==> src/rtl/tmr_grp_pkg.sv <==
package tmr_grp_pkg;

    localparam int unsigned NPAIR = 2;

    typedef struct packed {
        logic load;
        logic clear;
    } chan_ctl_t;

    function automatic int pair_lower(input int p);
        return (p == 0) ? 1 : 4;
    endfunction

    function automatic bit is_upper(input int i);
        return (i == 2) || (i == 5);
    endfunction

    function automatic int pair_of_upper(input int i);
        return (i == 2) ? 0 : 1;
    endfunction

endpackage

==> src/rtl/tmr_grp_ctl.sv <==
module tmr_grp_ctl
    import tmr_grp_pkg::*;
#(
    parameter int unsigned NCH = 6,
    parameter int unsigned CW  = 16,
    parameter int unsigned AW  = 3
) (
    input  logic                       clk,
    input  logic                       rst,
    input  logic                       wr_en,
    input  logic [AW-1:0]              wr_addr,
    input  logic [CW-1:0]              wr_data,
    input  logic [NCH-1:0]             clr_req,
    output chan_ctl_t [NCH-1:0]        ctl_o,
    output logic [NCH-1:0]             sync_o,
    output logic [NPAIR-1:0]           cas_o
);
    localparam int unsigned MASK_ADDR = NCH;
    localparam int unsigned CAS_ADDR  = NCH + 1;

    logic [NCH-1:0]   sync_q;
    logic [NPAIR-1:0] cas_q;
    logic [NCH-1:0]   direct_hit;
    logic             group_load;
    logic             group_clear;

    always_ff @(posedge clk) begin
        if (rst) begin
            sync_q <= '0;
            cas_q  <= '0;
        end else if (wr_en) begin
            if (wr_addr == AW'(MASK_ADDR)) sync_q <= wr_data[NCH-1:0];
            if (wr_addr == AW'(CAS_ADDR))  cas_q  <= wr_data[NPAIR-1:0];
        end
    end

    always_comb begin
        for (int i = 0; i < NCH; i++) begin
            direct_hit[i] = wr_en && (wr_addr == AW'(i));
        end
        group_load  = |(direct_hit & sync_q);
        group_clear = |(clr_req & sync_q);
        for (int i = 0; i < NCH; i++) begin
            ctl_o[i].load  = direct_hit[i] | (group_load & sync_q[i]);
            ctl_o[i].clear = clr_req[i] | (group_clear & sync_q[i]);
        end
    end

    assign sync_o = sync_q;
    assign cas_o  = cas_q;

endmodule

==> src/rtl/tmr_chan.sv <==
module tmr_chan #(
    parameter int unsigned CW = 16
) (
    input  logic          clk,
    input  logic          rst,
    input  logic          load,
    input  logic          clear,
    input  logic          tick,
    input  logic [CW-1:0] data,
    output logic [CW-1:0] cnt_o,
    output logic          wrap_o
);
    logic [CW-1:0] cnt_q;

    always_ff @(posedge clk) begin
        if (rst)        cnt_q <= '0;
        else if (load)  cnt_q <= data;
        else if (clear) cnt_q <= '0;
        else if (tick)  cnt_q <= cnt_q + CW'(1);
    end

    assign wrap_o = tick && !load && !clear && (cnt_q == '1);
    assign cnt_o  = cnt_q;

endmodule

==> src/rtl/tmr_sync_group.sv <==
module tmr_sync_group
    import tmr_grp_pkg::*;
#(
    parameter int unsigned NCH = 6,
    parameter int unsigned CW  = 16
) (
    input  logic                        clk,
    input  logic                        rst,
    input  logic                        wr_en,
    input  logic [$clog2(NCH+2)-1:0]    wr_addr,
    input  logic [CW-1:0]               wr_data,
    input  logic [NCH-1:0]              cnt_en,
    input  logic [NCH-1:0]              clr_req,
    output logic [NCH*CW-1:0]           cnt_val,
    output logic [NPAIR*2*CW-1:0]       pair_val
);
    localparam int unsigned AW = $clog2(NCH + 2);

    chan_ctl_t [NCH-1:0]     ctl;
    logic [NCH-1:0]          sync_q;
    logic [NPAIR-1:0]        cas_q;
    logic [NCH-1:0][CW-1:0]  cnt_q;
    logic [NCH-1:0]          wrap;
    logic [NCH-1:0]          tick;

    tmr_grp_ctl #(.NCH(NCH), .CW(CW), .AW(AW)) u_ctl (
        .clk     (clk),
        .rst     (rst),
        .wr_en   (wr_en),
        .wr_addr (wr_addr),
        .wr_data (wr_data),
        .clr_req (clr_req),
        .ctl_o   (ctl),
        .sync_o  (sync_q),
        .cas_o   (cas_q)
    );

    for (genvar i = 0; i < NCH; i++) begin : g_ch
        if (is_upper(i)) begin : g_up
            assign tick[i] = cas_q[pair_of_upper(i)] ? wrap[i-1] : cnt_en[i];
        end else begin : g_plain
            assign tick[i] = cnt_en[i];
        end

        tmr_chan #(.CW(CW)) u_chan (
            .clk    (clk),
            .rst    (rst),
            .load   (ctl[i].load),
            .clear  (ctl[i].clear),
            .tick   (tick[i]),
            .data   (wr_data),
            .cnt_o  (cnt_q[i]),
            .wrap_o (wrap[i])
        );

        assign cnt_val[i*CW +: CW] = cnt_q[i];
    end

    for (genvar p = 0; p < NPAIR; p++) begin : g_pair
        localparam int LO = pair_lower(p);
        assign pair_val[p*2*CW +: 2*CW] = {cnt_q[LO+1], cnt_q[LO]};
    end

endmodule

==> config.mk <==
export PLATFORM = sky130hd
export DESIGN_NAME = tmr_sync_group
export DESIGN_NICKNAME = d
export VERILOG_FILES = /design/src/rtl/tmr_grp_pkg.sv /design/src/rtl/tmr_grp_ctl.sv /design/src/rtl/tmr_chan.sv /design/src/rtl/tmr_sync_group.sv
export SDC_FILE = /design/constraint.sdc
export NUM_CORES = 1
export LEC_CHECK = 0
export BUFFER_PORTS_ARGS = -buffer_cell sky130_fd_sc_hd__buf_2
export CORE_ASPECT_RATIO = 2
export CORE_MARGIN = 2
export CORE_UTILIZATION = 39
export DETAILED_ROUTE_END_ITERATION = 8
export PLACE_DENSITY = 0.74
export SYNTH_ARGS = -nofsm -noshare
export SYNTH_HDL_FRONTEND = slang
export SYNTH_SLANG_ARGS = --single-unit
==> constraint.sdc <==
create_clock -name clk -period 2.89 [get_ports clk]
set_clock_uncertainty 0.05 [all_clocks]
set_input_delay 0.578 -clock clk [delete_from_list [all_inputs] [get_ports clk]]
set_output_delay 0.578 -clock clk [all_outputs]
set_load 0.1 [all_outputs]
## Yosys cells after proc, flatten, opt, wreduce, memory -nomap -nowiden

Cells that the tools add are included.

| word-level totals | value |
|---|---|
| bits in registers | 104 |
| latch bits | 0 |
| bits in writable memories | 0 |
| bits in read-only memories | 0 |
| bits of input ports | 34 |
| output and inout port bits | 160 |
| logic and storage cells | 96 |
| memories | 0 |

| operators by class | value |
|---|---|
| add/subtract/negate cells | 6 |
| $mul | 0 |
| divide/modulo/power cells | 0 |
| $lt $le $gt $ge | 0 |
| equality and inequality tests | 9 |
| shift operators | 0 |
| mux-type cells | 20 |
| bitwise operators | 26 |
| reduce and logical (&&, ||, !) cells | 27 |

Operators by type and width:

| kind | count |
|---|---|
| $mux W16 | 18 |
| $add A16 B1 Y16 const B | 6 |
| $eq A16 B16 Y1 const B | 2 |
| $reduce_bool A3 Y1 | 6 |
| $and A1 B1 Y1 | 12 |
| $and A6 B6 Y6 | 2 |
| $eq A3 B3 Y1 const B | 4 |
| $logic_and A1 B1 Y1 | 12 |
| $or A1 B1 Y1 | 12 |
| $reduce_or A6 Y1 | 2 |
| $eq A3 B2 Y1 const B | 2 |
| $logic_not A1 Y1 | 4 |
| $reduce_and A2 Y1 | 2 |
| $eq A3 B1 Y1 const B | 1 |
| $logic_not A3 Y1 | 1 |
| $mux W1 | 2 |

## Logic depth before layout (Yosys ltp)

Gate-level depths: netlist of run 1.

| logic depth | value |
|---|---|
| word-level depth | 14 |
| gate-level depth with buffers | 9 |
| mapped depth without buffers | 7 |

## Modules after synthesis

Synthesis of run 1 repeated with hierarchy kept, for this count alone.

| second synthesis, totals | value |
|---|---|
| cells, all modules | 796 |
| area total of the unflattened synthesis | 6,810.3 um2 |

By module, submodules not included:

| module | times used | cells an instance | area each (um2) | sequential area each (um2) |
|---|---|---|---|---|
| tmr_chan | 6 | 111 | 955.9 | 320.3 |
| tmr_grp_ctl | 1 | 64 | 564.3 | 160.2 |
| tmr_sync_group | 1 | 66 | 510.5 | 0.0 |

## Least setup slack after synthesis of run 1

No wires, ideal clock.

| path | value |
|---|---|
| kind | reg-to-reg |
| from | register g_ch[4].u_chan.cnt_q[0] |
| to | register g_ch[5].u_chan.cnt_q[7] |
| library setup time | 0.080 ns |
| arrival time | 2.678 ns |
| data required time | 2.760 ns |
| setup slack | 0.082 ns |
| cell stages (with the launch flop) | 9 |
| path buffers | 1 |
| clock period less this slack | 2.808 ns |
| cell sequence | dfxtp_1 -> ha_1 -> nand3_1 -> nor3_1 -> and4_1 -> a211o_4 -> buf_6 -> nor2_1 -> a211oi_2 |

| on the way | value |
|---|---|
| cells in the longest elaborated chain, start to end | 4 |

RTL lines:

| element | RTL line | source |
|---|---|---|
| start: declaration | tmr_chan.sv:13 | `logic [CW-1:0] cnt_q;` |
| start signal: assignment | tmr_chan.sv:17 | `else if (load) cnt_q <= data;` |
| start signal: assignment | tmr_chan.sv:19 | `else if (tick) cnt_q <= cnt_q + CW'(1);` |
| $eq A16 B16 Y1 | tmr_chan.sv:22 | `assign wrap_o = tick && !load && !clear && (cnt_q == '1);` |
| $logic_and A1 B1 Y1 | tmr_chan.sv:22 |  |
| $mux W1 | tmr_sync_group.sv:40 | `assign tick[i] = cas_q[pair_of_upper(i)] ? wrap[i-1] : cnt_en[i];` |
| $reduce_bool A3 Y1 (no line) | -- |  |
| end signal: assignment | tmr_chan.sv:17 |  |
| end signal: assignment | tmr_chan.sv:19 |  |
| end: declaration | tmr_chan.sv:13 |  |

Every way passes these cells.
A chain may end at the register's enable or synchronous reset.

## Worst setup path in the final report of run 1

| path | value |
|---|---|
| from | register g_ch[4].u_chan.cnt_q[0] |
| to | register g_ch[5].u_chan.cnt_q[1] |

The elaborated chain is that of the path after synthesis.

==> results of run 1 <==
-- worst max-delay path by stage --
stage	depth (start not counted)	slack [ns]	end
after floorplan	8	0.08	g_ch[5].u_chan.cnt_o[7]$_SDFFE_PP0P_
after global placement	7	0.26	g_ch[3].u_chan.cnt_o[1]$_SDFFE_PP0P_
after detailed placement	6	0.22	g_ch[2].u_chan.cnt_o[14]$_SDFFE_PP0P_
after CTS	7	0.54	g_ch[5].u_chan.cnt_o[1]$_SDFFE_PP0P_
after global routing	7	0.32	g_ch[5].u_chan.cnt_o[1]$_SDFFE_PP0P_
final	7	0.50	g_ch[5].u_chan.cnt_o[1]$_SDFFE_PP0P_
-- per-stage QoR --
step                      util [%]  instance area (sq um)  setup slack [ns]  total power [mW]  instances
after floorplan                  -                   7230            0.0824              2.87        926
after global routing          45.0                   8200             0.316              4.51       1250
after global placement        43.3                   7890             0.262              3.09       1234
after CTS                     45.0                   8200             0.536              4.37       1250
final                         45.0                   8200             0.497              4.36       1250
after detailed placement      43.3                   7890             0.218              3.10       1234
-- per-layer routing --
metal	up-vias	track usage (%)	share of wire [%]	wire (um)
met3	91	3.33	6.0	1460
met4	0	15.5	6.1	1490
met1	3567	27.9	37	9120
met5	-	0	0	0
met2	356	41.8	51	12300
li1	3551	-	-	-
-- critical path, cell delays in order, from the launching register on --
cell,delay [ns]
sky130_fd_sc_hd__dfxtp_1,0.43
sky130_fd_sc_hd__ha_1,0.22
sky130_fd_sc_hd__nand3_1,0.21
sky130_fd_sc_hd__nor3_1,0.35
sky130_fd_sc_hd__and4_1,0.41
sky130_fd_sc_hd__a211o_4,0.33
sky130_fd_sc_hd__nor2_1,0.08
sky130_fd_sc_hd__a311oi_2,0.23
-- layout make-up --
type                    count  area, sq um
fillers                  1867        10000
multi-input cells         683         4300
flip-flops and latches    104         2080
repair buffers            216         1190
well taps                 216          270
clock buffers              10          239
clock inverters             6         67.6
inverters                  15         56.3
-- placed cells by master (no fill, tap or decap), drive strengths merged, types with 3 or more instances in the layout --
cell type / n
buf: 216
nor2: 104
dfxtp: 104
a21oi: 78
nor3: 74
nand2: 52
o21ai: 37
nand3: 36
nand4: 30
xnor2: 30
a211oi: 27
xor2: 24
mux2i: 17
a22oi: 17
inv: 16
and3: 13
and4: 13
nor4: 12
a31oi: 10
a21o: 10
clkbuf: 10
or3: 8
and2: 7
ha: 6
a22o: 5
nor2b: 5
a32oi: 5
a311oi: 5
o221ai: 5
a221oi: 4
o22ai: 4
or2: 4
o32ai: 3
o31ai: 3
a211o: 3
-- report_power, final --
group          internal, mW  leakage (nW)  switching, mW
sequential             1.50         0.848          0.119
combinational         0.270          2.46           1.18
clock                 0.699         0.145          0.593
-- cell families (layout without fill, tap and decap cells) --
logic type | after synthesis | count (layout) | synth area share, %
AO/OA/AOI/OAI | 237 | 237 | 23.7
XOR/XNOR | 54 | 54 | 6.54
adder cells (fa/ha/maj) | 6 | 6 | 1.04
buffers and inverters | 139 | 247 | 11.7
flip-flops | 104 | 104 | 28.8
multiplexers | 17 | 17 | 2.63
AND/OR/NAND/NOR | 369 | 369 | 25.5
-- flip-flops by register name (all words and copies together), names as in the netlist --
signal and flops:
u_ctl.sync_o 6, g_ch.u_chan.cnt_o 96, u_ctl.cas_o 2
==> tab_implementation.tex, run 1 <==
\begin{tabular}{lr}
\hline
Metric & Value \\
\hline
\multicolumn{2}{l}{\textbf{Drt}} \\
Vias per cell & 6.05 \\
Post-DR wirelength/cell & 19.5 um \\
Antenna-violating nets left & 0 \\
Drt total wl & 24.4 mm \\
Drt first pass iters & 5 \\
Total via count in the routed design & 7565 \\
Iter 0 DRT Violations & 579 \\
DRC violations left & 0 \\
\multicolumn{2}{l}{\textbf{STA}} \\
Setup TNS after final layout & 0 ns \\
Max-slew violations & 0 \\
Final critical path time including I/O delays and setup & 2.39 ns \\
Hold Vio Cnt, Final & 0 \\
Upper clock frequency limit & 418 MHz \\
Normalized max-slew margin & 24.6\% \\
RSZ-0062 raised after global routing & false \\
Pin slew with the least headroom to its limit & 1.13 ns \\
Final worst hold slack & 0.481 ns \\
Share of the cycle needed by the critical path after routing & 82.8\% \\
Number of setup violations in the final report & 0 \\
\multicolumn{2}{l}{\textbf{Setup path}} \\
Data required time at the worst endpoint & 3.12 ns \\
Data arrival time of the critical path & 2.62 ns \\
Critical path peak fanout & 22 \\
Number of cell instances on the worst register-to-register path & 7 \\
WS Path Type & reg2reg \\
CP startpoint kind & register \\
Reg2reg setup slack & 0.50 ns \\
Launching instance or port of the critical path & g\_ch[4].u\_chan.cnt\_o[0]\$\_SDFFE\_PP0P\_ \\
Worst Setup End Kind & register \\
Worst flop-to-flop path startpoint & g\_ch[4].u\_chan.cnt\_o[0]\$\_SDFFE\_PP0P\_ \\
RR Endpoint & g\_ch[5].u\_chan.cnt\_o[1]\$\_SDFFE\_PP0P\_ \\
\multicolumn{2}{l}{\textbf{Layout}} \\
Area delta synth->final & 13.5\% \\
Fraction of final layout cells sized beyond drive strength 1 & 25.6\% \\
Final layout net count & 1069 \\
Diode count & 0 \\
\multicolumn{2}{l}{\textbf{Floorplanning}} \\
Core Region & 18200 sq um \\
Number of cell rows & 70 \\
Full die area & 19700 sq um \\
DIE WIDTH & 100 um \\
Effective utilization at floorplan & 39.7\% \\
Overall die height & 197 um \\
Top Ports & 194 \\
\multicolumn{2}{l}{\textbf{Synthesis}} \\
Number of enable flip-flop cells after synthesis & 0 \\
Unique masters post-synth & 76 \\
Syn\_nets & 966 \\
Proportion of netlist area held by the largest area contributor & 28.8\% \\
Leading cell types by total area after synthesis & sky130\_fd\_sc\_hd\_\_dfxtp\_1, sky130\_fd\_sc\_hd\_\_buf\_4, sky130\_fd\_sc\_hd\_\_a21oi\_1 \\
Share of flip-flops with an asynchronous set or reset after synthesis & 0\% \\
Library cell with the largest summed area after synthesis & sky130\_fd\_sc\_hd\_\_dfxtp\_1 \\
Post-synthesis sequential area ratio & 28.8\% \\
Avg Synthesized Cell Area & 7.80 sq um \\
Most instantiated flip-flop cell in the synthesis netlist & sky130\_fd\_sc\_hd\_\_dfxtp\_1 \\
Post-synth top cells & sky130\_fd\_sc\_hd\_\_dfxtp\_1, sky130\_fd\_sc\_hd\_\_nor2\_1, sky130\_fd\_sc\_hd\_\_a21oi\_1 \\
Synthesized instance count & 926 \\
Synthesized cell area & 7230 sq um \\
Number of warnings issued by yosys & 0 \\
Register bit count reported by yosys & 104 \\
\multicolumn{2}{l}{\textbf{Placed design}} \\
Number of buffer cells added on primary ports & 193 \\
Post-DP HPWL & 17.5 mm \\
Routability-driven placement congestion ratio & 0.939 \\
\multicolumn{2}{l}{\textbf{Status}} \\
Status & complete, no violations \\
\multicolumn{2}{l}{\textbf{Global routing}} \\
Number of global-route vias before repair & 6799 \\
Global-route wire length before repair & 37.7 mm \\
Total routing usage reported by global routing & 24.4\% \\
Global route overflow & 0 \\
Pin count of the biggest net entering global routing & 86 \\
Initial antenna violation count & 0 \\
\multicolumn{2}{l}{\textbf{Clock network}} \\
Clock tree from TritonCTS & built \\
Number of CTS-inserted buffers & 9 \\
Root Driver & sky130\_fd\_sc\_hd\_\_clkbuf\_16 \\
Insertion delay to the later sink of the worst-skew pair & 0.36 ns \\
Clock transition at the register clock pins on the worst setup and hold paths after CTS & 0.07 ns \\
Count of buffers added by post-CTS timing repair for setup & 0 \\
Number of H-tree levels & 3 \\
Post-CTS Resized & 0 \\
Clock sink count & 104 \\
Clock tree buffer depth & 2 \\
Hold buffer count at CTS & 0 \\
\multicolumn{2}{l}{\textbf{Hold path}} \\
Cells on Worst Hold Path & 2 \\
Tightest Hold Check Type & reg2reg \\
Hold path startpoint & g\_ch[0].u\_chan.cnt\_o[5]\$\_SDFFE\_PP0P\_ \\
Hold Path End & g\_ch[0].u\_chan.cnt\_o[5]\$\_SDFFE\_PP0P\_ \\
\multicolumn{2}{l}{\textbf{Power}} \\
Maximum ir drop on the vdd rail & 248 uV \\
Static power due to leakage & 3.45 nW \\
Power per unit of standard cell area & 532 nW/um\^{}2 \\
\multicolumn{2}{l}{\textbf{Run}} \\
Max-cap violations & 0 \\
\hline
\end{tabular}
(Power assumes the default switching activity.)
==> run 2: changes to the inputs <==
--- a/config.mk
+++ b/config.mk
@@ -5,12 +5,13 @@
 export SDC_FILE = /design/constraint.sdc
 export NUM_CORES = 1
 export LEC_CHECK = 0
+export ABC_AREA = 1
 export BUFFER_PORTS_ARGS = -buffer_cell sky130_fd_sc_hd__buf_2
 export CORE_ASPECT_RATIO = 2
 export CORE_MARGIN = 2
 export CORE_UTILIZATION = 39
 export DETAILED_ROUTE_END_ITERATION = 8
-export PLACE_DENSITY = 0.74
+export PLACE_DENSITY = 0.73
 export SYNTH_ARGS = -nofsm -noshare
 export SYNTH_HDL_FRONTEND = slang
 export SYNTH_SLANG_ARGS = --single-unit
==> constraint.sdc (replaced) <==
create_clock -name clk -period 2.3 [get_ports clk]
set_clock_uncertainty 0.05 [all_clocks]
set_input_delay 0.46 -clock clk [delete_from_list [all_inputs] [get_ports clk]]
set_output_delay 0.46 -clock clk [all_outputs]
set_load 0.1 [all_outputs]
==> run 2 against run 1 <==
Effect of this change: clock-buffer cell count decreased by 1; critical path depth increased by 4; wire length grew 13%; final cell count grew 38%; flip-flop and latch count unchanged; largest power group is now combinational logic; die area is 8.2% higher; largest cell class unchanged; area after synthesis increased by 8.5%; hold slack got worse by 0.23 ns; power increased by 34%; synthesized cell count increased by 40%; first-iteration DRC count rose by 6.6%; utilization increased by 1.3 points; critical path type unchanged.
==> tab_implementation.tex, run 2 <==
\begin{tabular}{lr}
\hline
Metric & Value \\
\hline
\multicolumn{2}{l}{\textbf{Status}} \\
Status & complete, no violations \\
\multicolumn{2}{l}{\textbf{STA}} \\
Normalized max-slew margin & 63.8\% \\
Final critical path time including I/O delays and setup & 2.08 ns \\
Hold Vio Cnt, Final & 0 \\
Setup TNS after final layout & 0 ns \\
Final worst hold slack & 0.251 ns \\
Number of setup violations in the final report & 0 \\
Pin slew with the least headroom to its limit & 0.539 ns \\
Upper clock frequency limit & 481 MHz \\
Share of the cycle needed by the critical path after routing & 90.4\% \\
RSZ-0062 raised after global routing & false \\
Max-slew violations & 0 \\
\multicolumn{2}{l}{\textbf{Setup path}} \\
Launching instance or port of the critical path & u\_ctl.sync\_o[4]\$\_SDFFE\_PP0P\_ \\
Number of cell instances on the worst register-to-register path & 11 \\
CP startpoint kind & register \\
Data required time at the worst endpoint & 2.50 ns \\
Data arrival time of the critical path & 2.28 ns \\
WS Path Type & reg2reg \\
Worst flop-to-flop path startpoint & u\_ctl.sync\_o[4]\$\_SDFFE\_PP0P\_ \\
Worst Setup End Kind & register \\
Critical path peak fanout & 26 \\
\multicolumn{2}{l}{\textbf{Global routing}} \\
Number of global-route vias before repair & 8213 \\
Pin count of the biggest net entering global routing & 53 \\
Total routing usage reported by global routing & 25.0\% \\
Global-route wire length before repair & 42.2 mm \\
Global route overflow & 0 \\
Initial antenna violation count & 2 \\
\multicolumn{2}{l}{\textbf{Power}} \\
Power share of the clock group & 28.2\% \\
Reported net switching power & 2.69 mW \\
Static power due to leakage & 4.44 nW \\
Power per unit of standard cell area & 635 nW/um\^{}2 \\
Cell-internal power & 3.14 mW \\
Logic pwr share & 36.1\% \\
Proportion of total power due to net switching & 46.1\% \\
Sequential power share & 35.7\% \\
Maximum ir drop on the vdd rail & 312 uV \\
\multicolumn{2}{l}{\textbf{Synthesis}} \\
Register bit count reported by yosys & 104 \\
Post-synth top cells & sky130\_fd\_sc\_hd\_\_nand2\_1, sky130\_fd\_sc\_hd\_\_nor2\_1, sky130\_fd\_sc\_hd\_\_o21ai\_0 \\
Avg Synthesized Cell Area & 6.03 sq um \\
Area share of xor/xnor cells in the synthesized design & 4.58\% \\
Number of enable flip-flop cells after synthesis & 0 \\
Syn\_nets & 1341 \\
Unique masters post-synth & 40 \\
Dominant cell by count in the synthesized netlist & sky130\_fd\_sc\_hd\_\_nand2\_1 \\
Combinational family with the most area after synthesis & simple AND/OR/NAND/NOR gates \\
Compound-cell area share of the yosys netlist & 15.1\% \\
Proportion of netlist area held by the largest area contributor & 26.6\% \\
Share of flip-flops with an asynchronous set or reset after synthesis & 0\% \\
Share of synthesized cell area in and, or, nand and nor gates & 36.4\% \\
Most instantiated flip-flop cell in the synthesis netlist & sky130\_fd\_sc\_hd\_\_dfxtp\_1 \\
Synthesized instance count & 1301 \\
Share of synthesized area spent on multiplexers & 0\% \\
Leading cell types by total area after synthesis & sky130\_fd\_sc\_hd\_\_dfxtp\_1, sky130\_fd\_sc\_hd\_\_nand2\_1, sky130\_fd\_sc\_hd\_\_nor2\_1 \\
Fraction of the mapped netlist area in adder cells & 0.957\% \\
Post-synthesis sequential area ratio & 26.6\% \\
Number of warnings issued by yosys & 0 \\
Synthesized cell area & 7840 sq um \\
Library cell with the largest summed area after synthesis & sky130\_fd\_sc\_hd\_\_dfxtp\_1 \\
\multicolumn{2}{l}{\textbf{Layout}} \\
Most common library cell in the layout ignoring fill and taps & sky130\_fd\_sc\_hd\_\_nand2\_1 \\
Fraction of final layout cells sized beyond drive strength 1 & 22.5\% \\
Area delta synth->final & 17.1\% \\
Fill cell count & 2097 \\
Flip-flop count of the largest register after layout & 96 \\
Top library cells by usage in the layout, fill and taps aside & sky130\_fd\_sc\_hd\_\_nand2\_1, sky130\_fd\_sc\_hd\_\_nor2\_1, sky130\_fd\_sc\_hd\_\_buf\_2 \\
Final layout net count & 1494 \\
\multicolumn{2}{l}{\textbf{Floorplanning}} \\
Overall die height & 205 um \\
Core Region & 19800 sq um \\
Full die area & 21300 sq um \\
Top Ports & 194 \\
DIE WIDTH & 104 um \\
Effective utilization at floorplan & 39.6\% \\
Number of cell rows & 73 \\
\multicolumn{2}{l}{\textbf{Drt}} \\
Post-DR wirelength/cell & 16.0 um \\
Total via count in the routed design & 8964 \\
Drt first pass iters & 5 \\
Antenna-violating nets left & 0 \\
DRC violations left & 0 \\
Vias per cell & 5.21 \\
Drt total wl & 27.6 mm \\
Iter 0 DRT Violations & 617 \\
\multicolumn{2}{l}{\textbf{Placed design}} \\
Post-DP HPWL & 20.8 mm \\
Routability-driven placement congestion ratio & 0.964 \\
Number of buffer cells added on primary ports & 193 \\
\multicolumn{2}{l}{\textbf{Clock network}} \\
Clock tree buffer depth & 2 \\
Insertion delay to the later sink of the worst-skew pair & 0.36 ns \\
Number of CTS-inserted buffers & 9 \\
Hold buffer count at CTS & 0 \\
Clock tree from TritonCTS & built \\
Number of H-tree levels & 3 \\
Root Driver & sky130\_fd\_sc\_hd\_\_clkbuf\_16 \\
Clock transition at the register clock pins on the worst setup and hold paths after CTS & 0.08 ns \\
Clock sink count & 104 \\
\multicolumn{2}{l}{\textbf{Hold path}} \\
Hold path startpoint & rst \\
Tightest Hold Check Type & in2reg \\
Cells on Worst Hold Path & 2 \\
\multicolumn{2}{l}{\textbf{Run}} \\
Max-cap violations & 0 \\
\hline
\end{tabular}
## run 2: changes by cell type after synthesis, moves of 20 or more
cell	delta
sky130_fd_sc_hd__nor3_1	-57
sky130_fd_sc_hd__nand3_1	+22
sky130_fd_sc_hd__nor2_1	+155
sky130_fd_sc_hd__o21ai_0	+143
sky130_fd_sc_hd__nand2_1	+224
sky130_fd_sc_hd__a211oi_1	-20
sky130_fd_sc_hd__a21oi_1	-55
sky130_fd_sc_hd__inv_1	+132
## run 2: path summary, 6_finish.rpt
| check | end | slack, ns |
|---|---|---|
| hold / removal | g_ch[2].u_chan.cnt_o[15]$_SDFFE_PP0P_ | 0.25 |
| hold reg to reg | g_ch[4].u_chan.cnt_o[7]$_SDFFE_PP0P_ | 0.51 |
| setup reg to reg | g_ch[3].u_chan.cnt_o[7]$_SDFFE_PP0P_ | 0.22 |
| setup / recovery | g_ch[3].u_chan.cnt_o[7]$_SDFFE_PP0P_ | 0.22 |
## run 2: stage by stage
| step | setup slack, ns | area (sq um) | std cells | total power, mW | util [%] |
|---|---|---|---|---|---|
| finish | 0.220 | 9180 | 1722 | 5.83 | 46.3 |
| CTS | 0.0895 | 9130 | 1716 | 5.83 | 46.1 |
| global route | 0.0323 | 9180 | 1721 | 6.04 | 46.3 |
| global placement | 0.0464 | 8820 | 1700 | 4.19 | 44.5 |
| detailed placement | 0.00532 | 8820 | 1700 | 4.21 | 44.5 |
| floorplan | 0.00455 | 7880 | 1301 | 3.85 | - |
## run 2: layer usage
layer / share of wire (%) / up-vias / global-route usage, % / wire [um]
met5: 0.11 / - / 0 / 30
met4: 8.0 / 4 / 19.0 / 2220
met1: 35 / 4063 / 25.5 / 9600
li1: - / 4374 / - / -
met2: 51 / 389 / 45.4 / 14100
met3: 6.2 / 134 / 3.75 / 1700
## run 2: logic make-up (layout without fill, tap and decap cells)
kind of cell             count (synthesis)  count (layout)
AND/OR/NAND/NOR                        673             674
other                                    0               1
AO/OA/AOI/OAI                          223             223
adder cells (fa/ha/maj)                  6               6
XOR/XNOR                                41              41
flip-flops                             104             104
buffers and inverters                  254             411
## run 2: area by class of cell
class	count	area, sq um	share of cell area (%)
Sequential cell	104	2120	23.1
Multi-Input combinational cell	944	4500	49.0
Clock inverter	7	77.6	0.845
Antenna cell	1	2.50	0.0273
Tap cell	262	328	3.57
Clock buffer	9	225	2.45
Timing Repair Buffer	241	1350	14.7
Inverter	154	581	6.32
## run 2: power by group through the flow
stage                     registers (mW)  clock network, mW  logic [mW]
after global routing                2.09               1.73        2.22
after detailed placement            2.12                  0        2.09
after CTS                           2.08               1.66        2.10
after global placement              2.11                  0        2.08
after floorplan                     2.77                  0        1.09
final                               2.08               1.64        2.11
## run 2: critical path: stages (launching register included)
cell and delay [ns]:
sky130_fd_sc_hd__dfxtp_1 0.39, sky130_fd_sc_hd__nand2_1 0.11, sky130_fd_sc_hd__nand2_1 0.06, sky130_fd_sc_hd__nor2_2 0.11, sky130_fd_sc_hd__nand2_2 0.12, sky130_fd_sc_hd__buf_4 0.16, sky130_fd_sc_hd__a21oi_1 0.19, sky130_fd_sc_hd__inv_2 0.07
sky130_fd_sc_hd__nor2_4 0.12, sky130_fd_sc_hd__nand2_2 0.25, sky130_fd_sc_hd__o21ai_0 0.26, sky130_fd_sc_hd__nor2_1 0.07
## run 2: repair_timing
item                       CTS  global route
resized for setup            0             6
setup buffers                0             4
setup endpoints to repair    0            21
==> run 3: changes to the inputs <==
--- a/config.mk
+++ b/config.mk
@@ -6,12 +6,13 @@
 export NUM_CORES = 1
 export LEC_CHECK = 0
 export ABC_AREA = 1
-export BUFFER_PORTS_ARGS = -buffer_cell sky130_fd_sc_hd__buf_2
 export CORE_ASPECT_RATIO = 2
 export CORE_MARGIN = 2
 export CORE_UTILIZATION = 39
 export DETAILED_ROUTE_END_ITERATION = 8
-export PLACE_DENSITY = 0.73
+export DONT_BUFFER_PORTS = 1
+export PLACE_DENSITY = 0.65
+export SLEW_MARGIN = 20
 export SYNTH_ARGS = -nofsm -noshare
 export SYNTH_HDL_FRONTEND = slang
 export SYNTH_SLANG_ARGS = --single-unit
==> run 3 against run 2 <==
Effect of this change: setup slack lost 0.043 ns; critical path depth shrank 1; utilization shrank 1.6 points; wire length shrank 0.62%; power shrank 0.88%; largest power group unchanged.
==> tab_implementation.tex, run 3 (same netlist as run 2, synthesis figures left out) <==
\begin{tabular}{lr}
\hline
Metric & Value \\
\hline
\multicolumn{2}{l}{\textbf{STA}} \\
Upper clock frequency limit & 471 MHz \\
Setup TNS after final layout & 0 ns \\
Normalized max-slew margin & 58.5\% \\
Hold Vio Cnt, Final & 0 \\
Share of the cycle needed by the critical path after routing & 92.3\% \\
Pin slew with the least headroom to its limit & 0.623 ns \\
Final critical path time including I/O delays and setup & 2.12 ns \\
Final worst slack & 0.177 ns \\
RSZ-0062 raised after global routing & false \\
Final worst hold slack & 0.0986 ns \\
Number of setup violations in the final report & 0 \\
Max-slew violations & 0 \\
\multicolumn{2}{l}{\textbf{Placed design}} \\
Pre-CTS setup slack & 0.0552 ns \\
Post-DP HPWL & 20.9 mm \\
Routability-driven placement congestion ratio & 0.983 \\
Number of buffer cells added on primary ports & 0 \\
\multicolumn{2}{l}{\textbf{Setup path}} \\
Critical path peak fanout & 26 \\
Cell with the largest stage delay on the worst path & sky130\_fd\_sc\_hd\_\_dfxtp\_1 \\
Data required time at the worst endpoint & 2.50 ns \\
Worst flop-to-flop path startpoint & u\_ctl.sync\_o[4]\$\_SDFFE\_PP0P\_ \\
RR Endpoint & g\_ch[3].u\_chan.cnt\_o[13]\$\_SDFFE\_PP0P\_ \\
Data arrival time of the critical path & 2.33 ns \\
Number of buffer and inverter instances along the worst setup path & 1 \\
Worst Setup End Kind & register \\
Cell chain of the critical path & nand2\_1 -> nand2\_1 -> nor2\_2 -> nand2\_2 -> a21oi\_1 -> inv\_2 -> nor2\_4 -> nand2\_2 -> o21ai\_0 -> nor2\_1 \\
Reg2reg setup slack & 0.18 ns \\
CP startpoint kind & register \\
WS Path Type & reg2reg \\
CP delay by family, top & simple AND/OR/NAND/NOR gates \\
Number of cell instances on the worst register-to-register path & 10 \\
Largest incremental delay on the critical path & 0.38 ns \\
\multicolumn{2}{l}{\textbf{Global routing}} \\
Number of global-route vias before repair & 8007 \\
Global-route wire length before repair & 41.9 mm \\
Global route overflow & 0 \\
Pin count of the biggest net entering global routing & 54 \\
Initial antenna violation count & 0 \\
Total routing usage reported by global routing & 25.3\% \\
\multicolumn{2}{l}{\textbf{Power}} \\
Power per unit of standard cell area & 652 nW/um\^{}2 \\
Maximum ir drop on the vdd rail & 401 uV \\
Final Power & 5.78 mW \\
Static power due to leakage & 3.92 nW \\
\multicolumn{2}{l}{\textbf{Hold path}} \\
Hold path startpoint & rst \\
Cells on Worst Hold Path & 1 \\
Hold Path End & g\_ch[2].u\_chan.cnt\_o[15]\$\_SDFFE\_PP0P\_ \\
Tightest Hold Check Type & in2reg \\
\multicolumn{2}{l}{\textbf{Layout}} \\
Final layout net count & 1383 \\
Diode count & 0 \\
Most common library cell in the layout ignoring fill and taps & sky130\_fd\_sc\_hd\_\_nand2\_1 \\
Fraction of final layout cells sized beyond drive strength 1 & 19.2\% \\
Post-layout utilization of the core & 44.7\% \\
Flip-flop count of the largest register after layout & 96 \\
Top library cells by usage in the layout, fill and taps aside & sky130\_fd\_sc\_hd\_\_nand2\_1, sky130\_fd\_sc\_hd\_\_nor2\_1, sky130\_fd\_sc\_hd\_\_o21ai\_0 \\
Area delta synth->final & 13.1\% \\
\multicolumn{2}{l}{\textbf{Floorplanning}} \\
Full die area & 21300 sq um \\
Top Ports & 194 \\
Effective utilization at floorplan & 39.6\% \\
Number of cell rows & 73 \\
Overall die height & 205 um \\
Core Region & 19800 sq um \\
DIE WIDTH & 104 um \\
\multicolumn{2}{l}{\textbf{Status}} \\
Status & complete, no violations \\
\multicolumn{2}{l}{\textbf{Drt}} \\
Antenna-violating nets left & 0 \\
Drt first pass iters & 7 \\
Vias per cell & 5.21 \\
Drt total wl & 27.4 mm \\
Iter 0 DRT Violations & 401 \\
Total via count in the routed design & 8394 \\
Post-DR wirelength/cell & 17.0 um \\
DRC violations left & 0 \\
\multicolumn{2}{l}{\textbf{Clock network}} \\
Clock tree from TritonCTS & built \\
Insertion delay to the later sink of the worst-skew pair & 0.36 ns \\
Root Driver & sky130\_fd\_sc\_hd\_\_clkbuf\_16 \\
Number of CTS-inserted buffers & 9 \\
Number of H-tree levels & 3 \\
Clock transition at the register clock pins on the worst setup and hold paths after CTS & 0.07 ns \\
Clock tree buffer depth & 2 \\
Clock sink count & 104 \\
\multicolumn{2}{l}{\textbf{Run}} \\
Max-cap violations & 0 \\
\hline
\end{tabular}
==> run 3: cell count changes in the layout (fill, tap and decap cells not counted), moves of 2 or more <==
cell                       change
sky130_fd_sc_hd__buf_2       -193
sky130_fd_sc_hd__buf_4        +84
sky130_fd_sc_hd__dfxtp_1      -47
sky130_fd_sc_hd__dfxtp_2      +47
sky130_fd_sc_hd__clkbuf_1      +4
sky130_fd_sc_hd__clkinv_4      -2
sky130_fd_sc_hd__inv_6         -2
==> run 3: where the power goes <==
| group | switching [mW] | internal (mW) |
|---|---|---|
| clock network | 0.724 | 0.958 |
| logic | 1.71 | 0.355 |
| registers | 0.120 | 1.92 |
==> run 3: what timing repair did <==
action,in CTS,in global routing
endpoints found under the setup margin,0,9
hold buffers,0,0
resized for setup,0,1
endpoints found under the hold margin,0,0
setup buffers,0,0
==> run 3: per-layer routing <==
layer	wire (um)	vias to the layer above	GRT usage [%]
li1	-	4144	-
met4	1810	0	17.3
met5	0	-	0
met3	1750	97	5.44
met1	9800	3836	25.1
met2	14100	317	46.4
==> run 3: area by class of cell <==
type | instances | area (sq um)
repair buffers | 131 | 996
flip-flops and latches | 104 | 2180
well taps | 262 | 328
multi-input cells | 943 | 4480
fillers | 2116 | 11000
inverters | 154 | 578
clock buffers | 13 | 240
clock inverters | 3 | 67.6
==> run 3: worst max-delay path by stage <==
stage	startpoint	endpoint	slack, ns	depth (start not counted)
floorplan	g_ch[1].u_chan.cnt_o[6]$_SDFFE_PP0P_	g_ch[2].u_chan.cnt_o[3]$_SDFFE_PP0P_	0.005	12
global placement	wr_addr[1]	g_ch[4].u_chan.cnt_o[4]$_SDFFE_PP0P_	0.06	12
detailed placement	wr_addr[1]	g_ch[4].u_chan.cnt_o[2]$_SDFFE_PP0P_	0.06	12
CTS	g_ch[1].u_chan.cnt_o[1]$_SDFFE_PP0P_	g_ch[2].u_chan.cnt_o[14]$_SDFFE_PP0P_	0.16	14
global route	u_ctl.sync_o[4]$_SDFFE_PP0P_	g_ch[3].u_chan.cnt_o[2]$_SDFFE_PP0P_	0.007	10
finish	u_ctl.sync_o[4]$_SDFFE_PP0P_	g_ch[3].u_chan.cnt_o[13]$_SDFFE_PP0P_	0.18	10
==> run 3: worst register-to-register path: cells and delay by family (launching register included) <==
kind	cells	cell delay, ns
compound gates	2	0.55
buf+inv	1	0.07
flops	1	0.38
simple gates	7	0.96
==> run 3: through the flow <==
step / cell area [sq um] / std cells
global route: 8870 / 1610
CTS: 8870 / 1610
floorplan: 7880 / 1301
global placement: 8560 / 1594
finish: 8870 / 1610
detailed placement: 8560 / 1594
